==> config.mk <==
export PLATFORM = sky130hd
export DESIGN_NAME = plateau_timing_det
export DESIGN_NICKNAME = d
export VERILOG_FILES = /design/src/rtl/plateau_timing_pkg.sv /design/src/rtl/plateau_half_cmp.sv /design/src/rtl/plateau_len_ctr.sv /design/src/rtl/plateau_ctl_fsm.sv /design/src/rtl/plateau_timing_det.sv
export SDC_FILE = /design/constraint.sdc
export NUM_CORES = 1
export LEC_CHECK = 0
export ABC_CLOCK_PERIOD_IN_PS = 1700
export BUFFER_PORTS_ARGS = -buffer_cell sky130_fd_sc_hd__buf_2
export CAP_MARGIN = 20
export CELL_PAD_IN_SITES_DETAIL_PLACEMENT = 1
export CELL_PAD_IN_SITES_GLOBAL_PLACEMENT = 1
export CORE_MARGIN = 2
export CORE_UTILIZATION = 25
export DETAILED_ROUTE_END_ITERATION = 6
export PLACE_DENSITY_LB_ADDON = 0.1
export SYNTH_ARGS = -nofsm -noshare
export SYNTH_HDL_FRONTEND = slang
export SYNTH_SLANG_ARGS = --single-unit
==> constraint.sdc <==
create_clock -name clk -period 1.7 [get_ports clk]
set_input_delay 0.17 -clock clk [delete_from_list [all_inputs] [get_ports clk]]
set_output_delay 0.17 -clock clk [all_outputs]
set_load 0.02 [all_outputs]
==> src/rtl/plateau_timing_pkg.sv <==
package plateau_timing_pkg;
  typedef enum logic [1:0] {
    ST_IDLE  = 2'd0,
    ST_COUNT = 2'd1,
    ST_HOLD  = 2'd2
  } plat_state_e;
endpackage

==> src/rtl/plateau_half_cmp.sv <==
module plateau_half_cmp #(
  parameter int METRIC_W = 16,
  parameter int POWER_W  = 18
) (
  input  logic [METRIC_W-1:0] metric,
  input  logic [POWER_W-1:0]  power,
  output logic                above
);
  localparam int CMP_W = ((METRIC_W + 1) > POWER_W ? (METRIC_W + 1) : POWER_W) + 1;

  logic [CMP_W-1:0] twice_m;
  logic [CMP_W-1:0] pwr_ext;

  always_comb begin
    twice_m = CMP_W'(metric) << 1;
    pwr_ext = CMP_W'(power);
    above   = twice_m > pwr_ext;
  end
endmodule

==> src/rtl/plateau_len_ctr.sv <==
module plateau_len_ctr #(
  parameter int CNT_W = 8
) (
  input  logic             clk,
  input  logic             rst_n,
  input  logic             clr,
  input  logic             inc,
  output logic [CNT_W-1:0] cnt
);
  logic [CNT_W-1:0] cnt_d;

  always_comb begin
    cnt_d = cnt;
    if (clr)      cnt_d = '0;
    else if (inc) cnt_d = cnt + 1'b1;
  end

  always_ff @(posedge clk or negedge rst_n) begin
    if (!rst_n)          cnt <= '0;
    else if (clr || inc) cnt <= cnt_d;
  end
endmodule

==> src/rtl/plateau_ctl_fsm.sv <==
module plateau_ctl_fsm
  import plateau_timing_pkg::*;
#(
  parameter int CNT_W        = 8,
  parameter int CNT_LIMIT    = 255,
  parameter int HOLD_SAMPLES = 16
) (
  input  logic             clk,
  input  logic             rst_n,
  input  logic             samp_vld,
  input  logic             pkt_det,
  input  logic             above,
  input  logic [CNT_W-1:0] cnt,
  output logic             cnt_clr,
  output logic             cnt_inc,
  output logic             done,
  output logic             hold,
  output logic             err
);
  localparam int HC_W = $clog2(HOLD_SAMPLES + 1);
  localparam logic [CNT_W-1:0] LAST_CNT  = CNT_W'(CNT_LIMIT - 1);
  localparam logic [HC_W-1:0]  LAST_HOLD = HC_W'(HOLD_SAMPLES - 1);

  plat_state_e     state, state_d;
  logic [HC_W-1:0] hcnt, hcnt_d;
  logic            done_d, err_d;
  logic            hcnt_en;

  always_comb begin
    state_d = state;
    cnt_clr = 1'b0;
    cnt_inc = 1'b0;
    done_d  = 1'b0;
    err_d   = err;
    hcnt_d  = hcnt;
    unique case (state)
      ST_IDLE: begin
        if (pkt_det) begin
          state_d = ST_COUNT;
          cnt_clr = 1'b1;
          err_d   = 1'b0;
        end
      end
      ST_COUNT: begin
        if (samp_vld) begin
          if (above) begin
            cnt_inc = 1'b1;
            if (cnt == LAST_CNT) begin
              state_d = ST_HOLD;
              done_d  = 1'b1;
              err_d   = 1'b1;
              hcnt_d  = '0;
            end
          end else begin
            state_d = ST_HOLD;
            done_d  = 1'b1;
            hcnt_d  = '0;
          end
        end
      end
      ST_HOLD: begin
        if (samp_vld) begin
          if (hcnt == LAST_HOLD) begin
            state_d = ST_IDLE;
            cnt_clr = 1'b1;
            err_d   = 1'b0;
          end else begin
            hcnt_d = hcnt + 1'b1;
          end
        end
      end
      default: state_d = ST_IDLE;
    endcase
  end

  assign hcnt_en = (state == ST_COUNT) || (state == ST_HOLD);

  always_ff @(posedge clk or negedge rst_n) begin
    if (!rst_n) begin
      state <= ST_IDLE;
      done  <= 1'b0;
      err   <= 1'b0;
    end else begin
      state <= state_d;
      done  <= done_d;
      err   <= err_d;
    end
  end

  always_ff @(posedge clk or negedge rst_n) begin
    if (!rst_n)       hcnt <= '0;
    else if (hcnt_en) hcnt <= hcnt_d;
  end

  assign hold = (state == ST_HOLD);
endmodule

==> src/rtl/plateau_timing_det.sv <==
module plateau_timing_det #(
  parameter int METRIC_W     = 16,
  parameter int POWER_W      = 18,
  parameter int CNT_W        = 8,
  parameter int CNT_LIMIT    = 255,
  parameter int HOLD_SAMPLES = 16
) (
  input  logic                clk,
  input  logic                rst_n,
  input  logic                samp_vld,
  input  logic                pkt_det,
  input  logic [METRIC_W-1:0] metric,
  input  logic [POWER_W-1:0]  power,
  output logic [CNT_W-1:0]    timing_count,
  output logic                timing_done,
  output logic                timing_hold,
  output logic                timing_err
);
  logic above;
  logic cnt_clr;
  logic cnt_inc;

  plateau_half_cmp #(
    .METRIC_W(METRIC_W),
    .POWER_W (POWER_W)
  ) u_cmp (
    .metric(metric),
    .power (power),
    .above (above)
  );

  plateau_len_ctr #(
    .CNT_W(CNT_W)
  ) u_ctr (
    .clk  (clk),
    .rst_n(rst_n),
    .clr  (cnt_clr),
    .inc  (cnt_inc),
    .cnt  (timing_count)
  );

  plateau_ctl_fsm #(
    .CNT_W       (CNT_W),
    .CNT_LIMIT   (CNT_LIMIT),
    .HOLD_SAMPLES(HOLD_SAMPLES)
  ) u_fsm (
    .clk     (clk),
    .rst_n   (rst_n),
    .samp_vld(samp_vld),
    .pkt_det (pkt_det),
    .above   (above),
    .cnt     (timing_count),
    .cnt_clr (cnt_clr),
    .cnt_inc (cnt_inc),
    .done    (timing_done),
    .hold    (timing_hold),
    .err     (timing_err)
  );
endmodule

Word-level counts from Yosys, hierarchy flattened
Cells that the tools add are included.
{"block": "totals", "word_cells": 63, "latch_bits": 0, "n_memories": 0, "romBits": 0, "out_inout_bits": 11, "ramBits": 0, "in_bits": 38, "reg_bits": 17}
{"block": "op_classes", "magnitude_cmp": 1, "mux": 33, "n_shift": 0, "multipliers": 0, "bitwise": 0, "add_sub_neg": 2, "reduce_logical": 10, "eq_ne": 12, "n_div": 0}
{"cell": "$mux 5", "count": 5}
{"cell": "$gt 17x18->1", "count": 1}
{"cell": "$mux 1", "count": 16}
{"cell": "$mux 8", "count": 2}
{"cell": "$mux 2", "count": 6}
{"cell": "$ne 2x2->1 const B", "count": 5}
{"cell": "$pmux 5 s2", "count": 1}
{"cell": "$add 8x1->8 const B", "count": 1}
{"cell": "$eq 8x8->1 const B", "count": 1}
{"cell": "$reduce_and 7->1", "count": 1}
{"cell": "$pmux 2 s3", "count": 1}
{"cell": "$reduce_and 6->1", "count": 1}
{"cell": "$add 5x1->5 const B", "count": 1}
{"cell": "$eq 5x4->1 const B", "count": 1}
{"cell": "$reduce_and 5->1", "count": 1}
{"cell": "$ne 2x1->1 const B", "count": 2}
{"cell": "$reduce_bool 2->1", "count": 2}
{"cell": "$ne 3x2->1 const B", "count": 1}
{"cell": "$pmux 1 s3", "count": 1}
{"cell": "$reduce_bool 3->1", "count": 1}
{"cell": "$eq 2x1->1 const B", "count": 1}
{"cell": "$eq 2x2->1 const B", "count": 1}
{"cell": "$logic_not 2->1", "count": 1}
{"cell": "$logic_or 1x1->1", "count": 2}
{"cell": "other kinds (2)", "count": 2}

Longest topological paths before layout
{"block": "depth", "word_depth": 6, "depth_mapped": 9, "mapped_depth_nobuf": 8}

Hierarchy
From an unflattened synthesis, not the netlist that was laid out.
{"block": "hier_totals", "cells_unflattened": 155, "area_unflattened_um2": 1376.3}
{"module": "plateau_ctl_fsm", "seq_area_each_um2": 225.2, "instances": 1, "cells_per_inst": 59, "area_per_inst_um2": 556.8}
{"module": "plateau_half_cmp", "seq_area_each_um2": 0.0, "instances": 1, "cells_per_inst": 59, "area_per_inst_um2": 430.4}
{"module": "plateau_len_ctr", "seq_area_each_um2": 200.2, "instances": 1, "cells_per_inst": 37, "area_per_inst_um2": 389.1}

Worst setup path before layout
Ideal clock, no wire load.
{"block": "synth_timing", "path_kind": "input port to flip-flop", "startpoint": "input port power[15]", "endpoint": "register u_ctr.cnt[4]", "t_required_ns": 1.566, "path_buffers": 0, "t_arrival_ns": 1.878, "stages": 7, "slack_ns": -0.311, "path_cell_list": "inv_1 -> ha_1 -> nand4b_1 -> or4_4 -> o221ai_2 -> or3b_1 -> mux2i_1"}
{"block": "synth_between", "elab_chain_len": 6}
{"item": "from (decl)", "line": "plateau_timing_det.sv:13", "source": "input logic [POWER_W-1:0] power,"}
{"item": "$gt 17x18->1 (*)", "line": "plateau_half_cmp.sv:17", "source": "above = twice_m > pwr_ext;"}
{"item": "$mux 1 (*)", "line": "plateau_ctl_fsm.sv:46", "source": "if (above) begin"}
{"item": "$mux 1 (*)", "line": "plateau_ctl_fsm.sv:45", "source": "if (samp_vld) begin"}
{"item": "$mux 1 (*)", "line": "plateau_ctl_fsm.sv:36", "source": "unique case (state)"}
{"item": "$reduce_bool 2->1 (no line) / $logic_or 1x1->1 (equally long branches)"}
{"item": "$reduce_and 2->1 (no line) (*)"}
{"item": "to (signal assigned)", "line": "plateau_len_ctr.sv:20", "source": "else if (clr || inc) cnt <= cnt_d;"}
{"item": "to (decl)", "line": "plateau_len_ctr.sv:8", "source": "output logic [CNT_W-1:0] cnt"}
Mark *: on every way between the ends. The rest lies on a longest branch, timed or not.
A chain may end at the register's enable or synchronous reset.

Worst setup path after layout
{"block": "layout_timing", "startpoint": "input port metric[10]", "endpoint": "register u_ctr.cnt[4]"}
{"block": "layout_between", "elab_chain_len": 6}
{"item": "from (decl)", "line": "plateau_timing_det.sv:12", "source": "input logic [METRIC_W-1:0] metric,"}
{"item": "$gt 17x18->1 (*)", "line": "plateau_half_cmp.sv:17"}
{"item": "$mux 1 (*)", "line": "plateau_ctl_fsm.sv:46"}
{"item": "$mux 1 (*)", "line": "plateau_ctl_fsm.sv:45"}
{"item": "$mux 1 (*)", "line": "plateau_ctl_fsm.sv:36"}
{"item": "$reduce_bool 2->1 (no line) / $logic_or 1x1->1 (equally long branches)"}
{"item": "$reduce_and 2->1 (no line) (*)"}
Marks and branches as above.

==> run_results.csv <==
group,metric,value,unit
setup_path,slowest_stage_cell_crit_path,"sky130_fd_sc_hd__or4_4",
floorplanning,die_area,0.00620,sq mm
finish,fraction_of_final_layout_cells_sized_beyond_drive_strength_1,45.9,%
placed_design,io_buffers,48,
setup_path,crit_path_max_incr_delay,0.55,ns
setup_path,cp.arrival,2.03,ns
yosys,netlist_instances,169,
placed_design,post_place_cells,305,
setup_path,cp_num_buf_inv,1,
hold_path,worst_hold_path_type,"primary input to flop",
finish,total_of_fill_cells_in_the_finished_design,648,
setup_path,cp.required,1.87,ns
clock_network,cts_root_buffer,"sky130_fd_sc_hd__clkbuf_8",
setup_path,startpoint_type,"primary input",
pwr,leakage_component_of_the_power,1.10,nW
clock_network,cts-root-to-sink-buffers,2,
yosys,yosysSeqAreaShare,30.4,%
setup_path,critical_path_peak_fanout,6,
clock_network,cts_tree,"yes",
placed_design,weighted_congestion_reported_at_the_end_of_routability_driven_placement,0.760,
sta,maxClockFrequency,537,MHz
sta,timing.final.crit_share,109,%
floorplanning,ios,49,
yosys,synth_enable_flop_cells,0,
yosys,synth-warning-count,0,
yosys,synth_async_sr_flop_share,100,%
yosys,ys_dominant_reg_cell,"sky130_fd_sc_hd__dfrtp_1",
sta,worst_tran_pin_value,0.439,ns
global_route,globalRouteTotalUtil,15.2,%
global_route,initial_antenna_violation_count,0,
finish,total_number_of_nets_in_the_final_design,301,
clock_network,clk-insertion-delay-late,0.25,ns
drt,route.vias.total,1491,
setup_path,setup.worst_path.class,"primary input to flop",
drt,avgViaCountPerCell,4.75,
outcome,violations_in_the_final_reports,"negative setup slack",
clock_network,clock_sink_count,17,
pwr,max-vdd-ir-drop,667,uV
drt,drt.antenna.violating_nets,0,
placed_design,place_hpwl,3560,um
flow_run,maxCapViolations,0,
yosys,syn-num-nets,227,
global_route,pin_count_of_the_biggest_net_entering_global_routing,18,
drt,drt_pass1_iterations,4,
finish,final-instance-count-excl-fill,314,
clock_network,tritoncts_buffers,3,
floorplanning,core-area,0.00544,sq mm
placed_design,dpl_worst_slack,-0.445,ns
floorplanning,die_x,78.8,um
setup_path,setup.worst_path.end_class,"flop",
setup_path,crit_family,"simple AND/OR/NAND/NOR gates",
sta,worst_hold_slack,0.194,ns
drt,drc,0,
drt,drt_wl_total,4500,um
sta,fin_skew,0.00326,ns
sta,worst_slack,-0.161,ns
pwr,powerDensity,797,mW/mm^2
floorplanning,initial_utilization,25.7,%
floorplanning,rows,27,
yosys,synth-seq-cells,17,
sta,grt_setup_unrepaired,"true",
finish,syn_to_final_growth,58.8,%
global_route,globalRouteOverflowTotal,0,
global_route,number_of_global_route_vias_before_repair,1611,
finish,count_of_inserted_antenna_diode_cells,0,
sta,finalSetupViolations,14,
sta,slew_headroom,70.4,%
outcome,run_status,"finished with violations",
sta,report.final.hold_viol_count,0,
yosys,yosysUniqueCellTypes,39,
sta,finalMaxSlewViolations,0,
yosys,synthesis.area_per_instance,8.27,sq um
floorplanning,fp.dieH,78.8,um
clock_network,clkTransAtPathRegs,0.07,ns
clock_network,cts_max_level,1,
drt,drt_first_iter_violations,36,
setup_path,crit_chain,"buf_2, ha_4, nand4_1, or4_4, o221ai_4, or3b_1, mux2i_1",
sta,period_minus_slack,1.86,ns
yosys,area_of_the_mapped_netlist,0.00140,sq mm
global_route,global_route_wire_length_before_repair,7530,um
pwr,design_power_total,1.77,mW
drt,per_cell_routed_wire_length,14.3,um
cell type report:
| class | instances | area [sq um] | area share, % |
|---|---|---|---|
| multi-input combinational | 126 | 1060 | 47.7 |
| timing repair buffer | 73 | 495 | 22.3 |
| sequential | 17 | 425 | 19.2 |
| inverter | 22 | 103 | 4.62 |
| tap | 72 | 90.1 | 4.06 |
| clock buffer | 3 | 41.3 | 1.86 |
| clock inverter | 1 | 5.00 | 0.225 |
what timing repair did:
item / in CTS / in global routing
endpoints found under the hold margin: 17 / 0
endpoints found under the setup margin: 16 / 17
buffers inserted: 1 / 2
gates resized for setup: 21 / 15
hold buffers: 1 / 0
gates cloned: 1 / 0
pin swaps: 3 / 7
power by group:
part           switching, mW  total [mW]  internal [mW]
sequential            0.0661       0.552          0.486
combinational          0.487       0.914          0.427
clock                  0.141       0.304          0.163
total                  0.695        1.77           1.08
cell usage after synthesis, types with 2 or more instances:
cell | count | share of area [%]
sky130_fd_sc_hd__nand4_1 | 5 | 2.2
sky130_fd_sc_hd__o21ai_0 | 6 | 2.1
sky130_fd_sc_hd__a21oi_1 | 15 | 5.4
sky130_fd_sc_hd__nand2_1 | 23 | 6.2
sky130_fd_sc_hd__mux2i_1 | 4 | 2.9
sky130_fd_sc_hd__ha_1 | 20 | 18
sky130_fd_sc_hd__a211oi_1 | 2 | 1.1
sky130_fd_sc_hd__a31o_2 | 2 | 1.3
sky130_fd_sc_hd__nor2b_1 | 3 | 1.3
sky130_fd_sc_hd__a22oi_1 | 2 | 1.1
sky130_fd_sc_hd__and3_1 | 2 | 0.90
sky130_fd_sc_hd__clkbuf_1 | 3 | 0.81
sky130_fd_sc_hd__inv_1 | 22 | 5.9
sky130_fd_sc_hd__xor2_1 | 2 | 1.3
sky130_fd_sc_hd__dfrtp_1 | 17 | 30
sky130_fd_sc_hd__a21o_1 | 2 | 1.1
sky130_fd_sc_hd__nand3_1 | 4 | 1.4
sky130_fd_sc_hd__nor2_1 | 13 | 3.5
sky130_fd_sc_hd__nand4b_1 | 2 | 1.3
routing by layer:
layer  up-vias  track usage [%]  share of wire, %
met3         2             2.73               3.1
met4         0             1.58              0.36
met2        23             29.2                55
li1        739                -                 -
met5         -                0                 0
met1       727             18.0                42
flip-flops by register name (all words and copies together), names as in the netlist:
| name | cells |
|---|---|
| u_fsm.hcnt | 5 |
| u_fsm.err | 1 |
| u_fsm.state | 2 |
| u_fsm.done | 1 |
| u_ctr.cnt | 8 |
cell usage in the layout, fill, tap and decap left out, types with 3 or more instances in the layout:
cell,instances
sky130_fd_sc_hd__buf_2,40
sky130_fd_sc_hd__nand2_1,23
sky130_fd_sc_hd__buf_4,21
sky130_fd_sc_hd__dfrtp_1,17
sky130_fd_sc_hd__inv_1,15
sky130_fd_sc_hd__a21oi_1,12
sky130_fd_sc_hd__ha_1,11
sky130_fd_sc_hd__buf_6,10
sky130_fd_sc_hd__nor2_1,9
sky130_fd_sc_hd__ha_4,9
sky130_fd_sc_hd__o21ai_0,6
sky130_fd_sc_hd__nand4_1,5
sky130_fd_sc_hd__mux2i_1,4
sky130_fd_sc_hd__inv_4,3
sky130_fd_sc_hd__inv_2,3
sky130_fd_sc_hd__nor2b_1,3
sky130_fd_sc_hd__a21oi_2,3
sky130_fd_sc_hd__clkbuf_8,3
worst register-to-register path: stages (launching register included):
cell and delay, ns:
sky130_fd_sc_hd__dfrtp_1 0.36, sky130_fd_sc_hd__ha_1 0.18, sky130_fd_sc_hd__and3_4 0.20, sky130_fd_sc_hd__ha_4 0.17, sky130_fd_sc_hd__nand3_2 0.10, sky130_fd_sc_hd__a21o_4 0.26
sky130_fd_sc_hd__nand2_1 0.08, sky130_fd_sc_hd__a21oi_1 0.04, sky130_fd_sc_hd__a31o_2 0.23
cell families after synthesis:
kind of cell | Yosys count | share of synthesized area (%)
AO/OA/AOI/OAI | 35 | 16.6
XOR/XNOR | 3 | 1.88
adder cells (fa/ha/maj) | 20 | 17.9
buffers and inverters | 26 | 7.07
flip-flops | 17 | 30.4
multiplexers | 4 | 2.86
AND/OR/NAND/NOR | 64 | 23.3
final timing paths:
path / end / cells past startpoint / from / slack (ns)
worst max-delay path: u_ctr.cnt[4]$_DFFE_PN0P_ / 7 / metric[10] / -0.16
worst max register to register: u_ctr.cnt[5]$_DFFE_PN0P_ / 8 / u_fsm.hcnt[1]$_DFFE_PN0P_ / -0.03
max in group asynchronous: u_ctr.cnt[6]$_DFFE_PN0P_ / 2 / rst_n / 1.03
min in group asynchronous: u_fsm.hcnt[4]$_DFFE_PN0P_ / 2 / rst_n / 0.38
worst min-delay path: u_fsm.state[0]$_DFFE_PN0P_ / 3 / pkt_det / 0.19
worst min register to register: u_ctr.cnt[3]$_DFFE_PN0P_ / 1 / u_ctr.cnt[3]$_DFFE_PN0P_ / 0.53
through the flow:
| step | TNS (ns) | area, sq um | util [%] |
|---|---|---|---|
| after CTS | -1.31 | 2140 | 39.4 |
| after global placement | -5.85 | 1950 | 35.9 |
| after floorplan | -1.69 | 1490 | - |
| after detailed placement | -6.00 | 1950 | 35.9 |
| after global routing | -2.32 | 2220 | 40.8 |
| final | -1.26 | 2220 | 40.8 |
(Power assumes the default switching activity.)
